$ cat src/rtl/nrr_pkg.sv
package nrr_pkg;
  localparam int LFSR_W   = 17;
  localparam int SAMPLE_W = 16;
  localparam int TAP_A    = 16;
  localparam int TAP_B    = 13;
  localparam logic [LFSR_W-1:0] LFSR_INIT = LFSR_W'(1);

  function automatic logic [LFSR_W-1:0] lfsr_next(input logic [LFSR_W-1:0] s);
    return {s[LFSR_W-2:0], s[TAP_A] ^ s[TAP_B]};
  endfunction
endpackage

$ cat src/rtl/nrr_lfsr.sv
module nrr_lfsr (
  input  logic                       clk,
  input  logic                       rst_n,
  input  logic                       step,
  input  logic                       load,
  input  logic [nrr_pkg::LFSR_W-1:0] seed,
  output logic [nrr_pkg::LFSR_W-1:0] state
);
  logic [nrr_pkg::LFSR_W-1:0] state_d;
  logic                       state_en;

  always_comb begin
    state_en = load | step;
    if (load) state_d = (seed == '0) ? nrr_pkg::LFSR_INIT : seed;
    else      state_d = nrr_pkg::lfsr_next(state);
  end

  always_ff @(posedge clk or negedge rst_n) begin
    if (!rst_n)        state <= nrr_pkg::LFSR_INIT;
    else if (state_en) state <= state_d;
  end
endmodule

$ cat src/rtl/nrr_neighbor.sv
module nrr_neighbor #(
  parameter int ROW_W = 10
) (
  input  logic [ROW_W-1:0] row,
  input  logic             go_up,
  output logic [ROW_W-1:0] target
);
  localparam logic [ROW_W-1:0] FIRST_ROW = '0;
  localparam logic [ROW_W-1:0] LAST_ROW  = '1;
  localparam logic [ROW_W-1:0] ONE       = ROW_W'(1);

  logic use_up;

  always_comb begin
    if (row == FIRST_ROW)     use_up = 1'b1;
    else if (row == LAST_ROW) use_up = 1'b0;
    else                      use_up = go_up;
    target = use_up ? (row + ONE) : (row - ONE);
  end
endmodule

$ cat src/rtl/nrr_fifo.sv
module nrr_fifo #(
  parameter int DATA_W = 13,
  parameter int DEPTH  = 4
) (
  input  logic              clk,
  input  logic              rst_n,
  input  logic              push,
  input  logic [DATA_W-1:0] push_data,
  input  logic              pop,
  output logic              accepted,
  output logic              not_empty,
  output logic [DATA_W-1:0] head,
  output logic [$clog2(DEPTH+1)-1:0] occupancy
);
  localparam int PTR_W = (DEPTH > 1) ? $clog2(DEPTH) : 1;
  localparam int CNT_W = $clog2(DEPTH+1);
  localparam logic [PTR_W-1:0] LAST_PTR = PTR_W'(DEPTH-1);
  localparam logic [CNT_W-1:0] FULL_CNT = CNT_W'(DEPTH);

  logic [DATA_W-1:0] mem [DEPTH];
  logic [PTR_W-1:0]  rd_ptr, wr_ptr, rd_ptr_d, wr_ptr_d;
  logic [CNT_W-1:0]  cnt, cnt_d;
  logic              do_pop, do_push;

  always_comb begin
    do_pop   = pop && (cnt != '0);
    do_push  = push && ((cnt != FULL_CNT) || do_pop);
    accepted = do_push;
    rd_ptr_d = do_pop  ? ((rd_ptr == LAST_PTR) ? '0 : rd_ptr + PTR_W'(1)) : rd_ptr;
    wr_ptr_d = do_push ? ((wr_ptr == LAST_PTR) ? '0 : wr_ptr + PTR_W'(1)) : wr_ptr;
    cnt_d    = cnt + CNT_W'(do_push) - CNT_W'(do_pop);
  end

  always_ff @(posedge clk or negedge rst_n) begin
    if (!rst_n) begin
      rd_ptr <= '0;
      wr_ptr <= '0;
      cnt    <= '0;
    end else begin
      rd_ptr <= rd_ptr_d;
      wr_ptr <= wr_ptr_d;
      cnt    <= cnt_d;
    end
  end

  for (genvar i = 0; i < DEPTH; i++) begin : g_slot
    always_ff @(posedge clk) begin
      if (do_push && (wr_ptr == PTR_W'(i))) mem[i] <= push_data;
    end
  end

  assign not_empty = (cnt != '0);
  assign head      = mem[rd_ptr];
  assign occupancy = cnt;
endmodule

$ cat src/rtl/nbr_refresh_gen.sv
module nbr_refresh_gen #(
  parameter int BANK_W = 3,
  parameter int ROW_W  = 10,
  parameter int QDEPTH = 4,
  parameter int DROP_W = 16
) (
  input  logic                         clk,
  input  logic                         rst_n,
  input  logic                         pre_valid,
  input  logic [BANK_W-1:0]            pre_bank,
  input  logic [ROW_W-1:0]             pre_row,
  input  logic [nrr_pkg::SAMPLE_W-1:0] prob_thresh,
  input  logic                         seed_load,
  input  logic [nrr_pkg::LFSR_W-1:0]   seed_value,
  output logic                         req_valid,
  input  logic                         req_ready,
  output logic [BANK_W-1:0]            req_bank,
  output logic [ROW_W-1:0]             req_row,
  output logic [DROP_W-1:0]            drop_count
);
  localparam int ENT_W = BANK_W + ROW_W;
  localparam int OCC_W = $clog2(QDEPTH+1);
  localparam logic [DROP_W-1:0] DROP_MAX = '1;

  logic [nrr_pkg::LFSR_W-1:0]   rnd;
  logic [nrr_pkg::SAMPLE_W-1:0] sample;
  logic                         go_up;
  logic                         fire;
  logic [ROW_W-1:0]             tgt_row;
  logic                         q_accept;
  logic [ENT_W-1:0]             q_head;
  logic [OCC_W-1:0]             q_occ;
  logic                         drop_en;
  logic [DROP_W-1:0]            drop_d;

  nrr_lfsr i_lfsr (
    .clk   (clk),
    .rst_n (rst_n),
    .step  (pre_valid),
    .load  (seed_load),
    .seed  (seed_value),
    .state (rnd)
  );

  assign sample = rnd[nrr_pkg::SAMPLE_W-1:0];
  assign go_up  = rnd[nrr_pkg::LFSR_W-1];
  assign fire   = pre_valid && (sample < prob_thresh);

  nrr_neighbor #(.ROW_W(ROW_W)) i_nbr (
    .row    (pre_row),
    .go_up  (go_up),
    .target (tgt_row)
  );

  nrr_fifo #(.DATA_W(ENT_W), .DEPTH(QDEPTH)) i_fifo (
    .clk       (clk),
    .rst_n     (rst_n),
    .push      (fire),
    .push_data ({pre_bank, tgt_row}),
    .pop       (req_ready),
    .accepted  (q_accept),
    .not_empty (req_valid),
    .head      (q_head),
    .occupancy (q_occ)
  );

  assign {req_bank, req_row} = q_head;

  always_comb begin
    drop_en = fire && !q_accept && (drop_count != DROP_MAX);
    drop_d  = drop_count + DROP_W'(1);
  end

  always_ff @(posedge clk or negedge rst_n) begin
    if (!rst_n)       drop_count <= '0;
    else if (drop_en) drop_count <= drop_d;
  end
endmodule

$ cat config.mk
export PLATFORM = sky130hd
export DESIGN_NAME = nbr_refresh_gen
export DESIGN_NICKNAME = d
export VERILOG_FILES = /design/src/rtl/nrr_pkg.sv /design/src/rtl/nrr_lfsr.sv /design/src/rtl/nrr_neighbor.sv /design/src/rtl/nrr_fifo.sv /design/src/rtl/nbr_refresh_gen.sv
export SDC_FILE = /design/constraint.sdc
export NUM_CORES = 1
export LEC_CHECK = 0
export CAP_MARGIN = 10
export CORE_ASPECT_RATIO = 0.5
export CORE_MARGIN = 2
export CORE_UTILIZATION = 58
export CTS_CLUSTER_DIAMETER = 50
export DETAILED_ROUTE_END_ITERATION = 12
export GPL_ROUTABILITY_DRIVEN = 0
export PLACE_DENSITY = 0.87
export SLEW_MARGIN = 20
export SYNTH_ARGS = -nofsm -noshare
export SYNTH_HDL_FRONTEND = slang
export SYNTH_HIERARCHICAL = 1
export SYNTH_SLANG_ARGS = --single-unit
$ cat constraint.sdc
create_clock -name clk -period 5.4 [get_ports clk]
set_input_delay 1.08 -clock clk [delete_from_list [all_inputs] [get_ports clk]]
set_output_delay 1.08 -clock clk [all_outputs]
set_load 0.02 [all_outputs]
After elaboration in Yosys (flattened, before gate mapping)
Memories as Yosys holds them, arrays and structs flattened.
Cells that the tools add are included.
{"block": "op_classes", "mux": 24, "eq_ne": 7, "add_sub_neg": 7, "n_bitwise": 2, "n_lt_le_gt_ge": 1, "reduce_logical": 18}
{"op": "13-bit 2-to-1 mux", "count": 3}
{"op": "13-bit OR reduction", "count": 3}
{"op": "17-bit 2-to-1 mux", "count": 2}
{"op": "17-bit logical NOT", "count": 1}
{"op": "16-bit by 1-bit adder with 16-bit output (second input constant)", "count": 1}
{"op": "16-bit less-than comparator", "count": 1}
{"op": "16-bit inequality test (second input constant)", "count": 1}
{"op": "1-bit 2-to-1 mux", "count": 13}
{"op": "10-bit by 1-bit adder with 10-bit output (second input constant)", "count": 1}
{"op": "10-bit == test (second input constant)", "count": 1}
{"op": "10-bit logical NOT", "count": 1}
{"op": "10-bit 2-to-1 mux", "count": 1}
{"op": "2-bit 2-to-1 mux", "count": 5}
{"op": "10-bit by 1-bit subtractor with 10-bit output (second input constant)", "count": 1}
{"op": "1-bit logical AND", "count": 9}
{"op": "2-bit == test (second input constant)", "count": 3}
{"op": "2-bit by 1-bit adder with 2-bit output (second input constant)", "count": 2}
{"op": "3-bit by 1-bit adder with 3-bit output", "count": 1}
{"op": "3-bit inequality test (second input constant)", "count": 1}
{"op": "3-bit nonzero test", "count": 1}
{"op": "3-bit by 1-bit subtractor with 3-bit output", "count": 1}
{"op": "2-bit by 1-bit == test with 1-bit output (second input constant)", "count": 1}
{"op": "2-bit logical NOT", "count": 1}
{"op": "1-bit logical NOT", "count": 1}
{"op": "3 further kinds", "count": 3}
{"block": "word_totals", "inputBits": 51, "word_cells": 65, "memories": 1, "output_inout_bits": 30, "mem_bits_rw": 52, "ff_bits": 40}
{"name": "i_fifo.mem", "depth": 4, "width": 13, "rd": 1, "rd_ports_with_merged_regs": 0, "write_ports": 1, "line": "nrr_fifo.sv:20", "source": "logic [DATA_W-1:0] mem [DEPTH];"}

Depth between registers and ports, before layout
{"block": "logic_depth", "ltp_word": 11, "mapped_depth": 12, "mapped_depth_nobuf": 12}

Cells and area by module
Netlist, hierarchy kept.
{"module": "nrr_fifo", "cells_per_inst": 106, "n_inst": 1, "area_per_inst_um2": 2318.5, "seq_area_each_um2": 1736.7}
{"module": "nbr_refresh_gen", "cells_per_inst": 126, "n_inst": 1, "area_per_inst_um2": 1201.2, "seq_area_each_um2": 400.4}
{"module": "nrr_lfsr", "cells_per_inst": 84, "n_inst": 1, "area_per_inst_um2": 848.3, "seq_area_each_um2": 426.7}
{"module": "nrr_neighbor", "cells_per_inst": 55, "n_inst": 1, "area_per_inst_um2": 427.9, "seq_area_each_um2": 0.0}

Worst setup path after synthesis
Ideal clock, no wire load.
{"block": "synth_path", "path_kind": "input to register", "from": "in pre_row[9]", "to": "mem i_fifo.mem[0][8] (data pin)", "n_path_buf": 0, "arrival_ns": 3.095, "path_slack_ns": 2.029, "t_required_ns": 5.124, "cell_stages": 9, "path_cell_list": "or4_4 nor3_2 a21boi_2 fa_1 a21oi_1 nor2b_1 o31a_1 o41ai_2 xnor2_1"}
{"block": "synth_between", "elab_chain_len": 7}
{"item": "from (decl)", "line": "nbr_refresh_gen.sv:11", "source": "input logic [ROW_W-1:0] pre_row,"}
{"item": "10-bit == test", "line": "nrr_neighbor.sv:16", "source": "else if (row == LAST_ROW) use_up = 1'b0;"}
{"item": "1-bit 2-to-1 mux", "line": "nrr_neighbor.sv:16"}
{"item": "1-bit 2-to-1 mux *", "line": "nrr_neighbor.sv:15", "source": "if (row == FIRST_ROW) use_up = 1'b1;"}
{"item": "10-bit 2-to-1 mux *", "line": "nrr_neighbor.sv:18", "source": "target = use_up ? (row + ONE) : (row - ONE);"}
{"item": "via tgt_row[8]", "line": "nbr_refresh_gen.sv:29", "source": "logic [ROW_W-1:0] tgt_row;"}
{"item": "13-bit 2-to-1 mux (no line) (2 in a row)"}
{"item": "13-bit 2-to-1 mux (no line) *"}
{"item": "to (decl)", "line": "nrr_fifo.sv:20"}
Mark *: on every way through the listed nets, which the timed path passes. The rest lies on a longest branch.

Worst setup path in the final report
{"block": "layout_path", "from": "in pre_row[0]", "to": "mem i_fifo.mem[2][7] (data pin)"}
{"block": "layout_between", "elab_chain_len": 7}
{"item": "parallel branches: the longest is 3 deep, another holds 10-bit by 1-bit subtractor with 10-bit output"}
{"item": "10-bit 2-to-1 mux *", "line": "nrr_neighbor.sv:18"}
{"item": "via tgt_row[7]", "line": "nbr_refresh_gen.sv:29"}
{"item": "13-bit 2-to-1 mux (no line) (2 in a row)"}
{"item": "13-bit 2-to-1 mux (no line) *"}
Mark *: on every way through the listed nets, which the timed path passes.

==> impl_metrics.ini <==
[grt]
grt_pass1_vias = 3112
grt_use_total_pct = 22.1
grt_pass1_wl_um = 15000
grt_max_degree = 41
grt-ovfl-total = 0
antenna_found_initial = 0

[sta]
setup_tns_ns = 0
grt_setup_unrepaired = no
hold_viol = 0
hold_ws_ns = 0.498
skew_ns = 0.00740
fmax_ghz = 0.261
slew_headroom_pct = 38.8
worst_pin_slew_ns = 0.919
slew_viol_final = 0
setup_viol = 0
finalCritPeriodShare_pct = 70.9
finalCriticalPeriod_ns = 3.83

[setup_path]
arrival_ns = 3.97
required_ns = 5.54
end_kind = flop
crit_type = in2reg
critPathMaxFanout = 10
rrSetupSlack_ns = 2.68
reg2reg_from = i_lfsr/state[11]$_DFFE_PN0P_
startpoint_type = input pin
r2r-end = i_fifo/occupancy[2]$_DFF_PN0_
crit_start = pre_row[0]
r2r_cells = 11
cp-endpoint = i_fifo/mem[2][7]$_DFFE_PP_

[synth]
synth-main-ff-cell = edfxtp_1
syn_area_sq_mm = 0.00480
synth-edff-count = 52
yosysTopAreaCell = edfxtp_1
ys_seq_area_share_pct = 53.5
yosys_register_bits = 92
synthTopCellsByArea = edfxtp_1 33%, dfrtp_1 20%, ha_1 8.1%, mux4_2 6.1%, mux2i_1 3.3%
avgSynthCellArea_sq_um = 12.9
yosysMostFrequentCell = edfxtp_1
synth-async-reset-ratio_pct = 43.5
synthTopCellsByCount = 52 x edfxtp_1, 39 x dfrtp_1, 31 x ha_1, 31 x inv_1, 30 x nand2_1
synth.top_cell.area_share_pct = 32.6
synthDistinctLibCells = 58
ys_warn_count = 6
synth_nets = 455
postSynthCellCount = 371

[clocking]
clock_latency_ns = 0.34
path_clk_slew_ns = 0.06
cts_buffer_depth = 2
cts_inserted_buffers = 9
postCtsResizedCells = 0
cts_tree = yes
cts_hold_buf = 0
postCtsSetupRepairBufs = 0
h-tree-depth = 3
cts.sinks = 92
ctsRootBufferMaster = clkbuf_16

[layout]
synthToLayoutAreaGrowth_pct = 24.5
layout-drive-gt1-share_pct = 11.8
fill_cells = 584
seqCellArea_sq_mm = 0.00256
multi_input_area_sq_mm = 0.00205
fin_nets = 538
finalCoreUtilization_pct = 74.7
num_antenna_cells = 0

[die]
die_area_sq_mm = 0.00906
start_util_pct = 59.9
die_h_um = 68.3
num_rows = 23
coreArea_sq_mm = 0.00800
ios = 81
die_x_um = 133

[drt]
viasPerCell = 5.54
drtPass1Iterations = 4
drt_iter0_drc = 177
wl_per_cell_um = 16.3
via_count = 3163
wl_um = 9280
drc = 0
postRouteAntennaNets = 0

[outcome]
status = finished clean

[power_and_ir_drop]
vdd_drop_max_mv = 0.190
p_leak_nw = 2.40
power.density_mw_per_mm2 = 414
p_total_mw = 2.47

[min_path]
hold_path_class = reg2reg
worst_hold_path.num_cells = 1

[place]
dp_hpwl_um = 6700
io_buffers = 80

[job]
maxCapViolCount = 0
==> placed cells by master, fill, tap and decap left out, types with 3 or more instances in the layout <==
cell	count
a31oi_1	3
dfrtp_1	39
a21oi_1	11
nand4_1	9
edfxtp_1	52
clkbuf_16	9
nor3_1	9
mux4_2	13
and2_1	4
ha_1	31
nand2_1	30
xnor2_1	18
mux2i_1	16
inv_1	31
nor4_1	4
mux2_4	3
nor3_2	3
xor2_1	8
o21ai_1	10
clkdlybuf4s50_1	79
nor2_1	12
nand3_1	9
o21ai_0	8
==> registers in the layout, indices dropped and copies added (netlist names) <==
register          cells
i_fifo/occupancy      3
i_fifo/rd_ptr         2
i_fifo/mem           52
drop_count           16
i_fifo/wr_ptr         2
i_lfsr/state         17
==> metal layers <==
| metal | track usage [%] | routed length, um |
|---|---|---|
| met1 | 27.3 | 4170 |
| met2 | 38.5 | 4640 |
| met3 | 7.26 | 352 |
| met4 | 6.05 | 128 |
| met5 | 0 | 0 |
==> cell families (layout without fill, tap and decap cells) <==
| logic type | after synthesis | count (layout) | synth area share (%) |
|---|---|---|---|
| XOR/XNOR | 26 | 26 | 4.75 |
| AND/OR/NAND/NOR | 96 | 96 | 11.0 |
| multiplexers | 34 | 34 | 10.9 |
| AO/OA/AOI/OAI | 49 | 49 | 7.17 |
| buffers and inverters | 41 | 129 | 3.86 |
| adder cells (fa/ha/maj) | 33 | 33 | 8.92 |
| flip-flops | 92 | 92 | 53.5 |
==> where the power goes <==
| group | internal, mW | switching, mW | total (mW) |
|---|---|---|---|
| Sequential | 0.899 | 0.134 | 1.03 |
| Clock | 0.361 | 0.260 | 0.622 |
| Combinational | 0.433 | 0.385 | 0.817 |
| Total | 1.69 | 0.779 | 2.47 |
==> critical path, cell delays in order <==
cell and delay [ns]:
clkdlybuf4s50_1 0.57, nand4_1 0.13, o31ai_1 0.27, a21boi_2 0.49
ha_1 0.33, a21oi_1 0.20, o211ai_1 0.15, or2_2 0.31
a31oi_1 0.21, xnor2_1 0.21
==> worst min path at each step <==
stage                                   from                             to  slack (ns)
5_1_grt           drop_count[10]$_DFFE_PN0P_     drop_count[10]$_DFFE_PN0P_        0.53
3_5_place_dp       drop_count[5]$_DFFE_PN0P_      drop_count[5]$_DFFE_PN0P_        0.49
2_1_floorplan  i_fifo/occupancy[1]$_DFF_PN0_  i_fifo/occupancy[2]$_DFF_PN0_        0.53
4_1_cts            drop_count[5]$_DFFE_PN0P_      drop_count[5]$_DFFE_PN0P_        0.50
3_3_place_gp       drop_count[5]$_DFFE_PN0P_      drop_count[5]$_DFFE_PN0P_        0.48
6_report          drop_count[10]$_DFFE_PN0P_     drop_count[10]$_DFFE_PN0P_        0.50
==> metrics by stage <==
stage	instances	area (sq um)	setup WS, ns
5_1_grt	571	5970	1.30
3_5_place_dp	555	5680	1.21
2_1_floorplan	371	4800	2.03
6_report	571	5970	1.57
3_3_place_gp	555	5680	1.37
4_1_cts	571	5970	1.55
==> cell type report <==
type	instances	share of cell area, %
Timing Repair Buffer	82	13.6
Tap cell	112	2.35
Inverter	31	1.95
Multi-Input combinational cell	238	34.3
Sequential cell	92	42.9
Clock buffer	11	3.90
Clock inverter	5	1.05
Power figures use the tool's default switching activity.
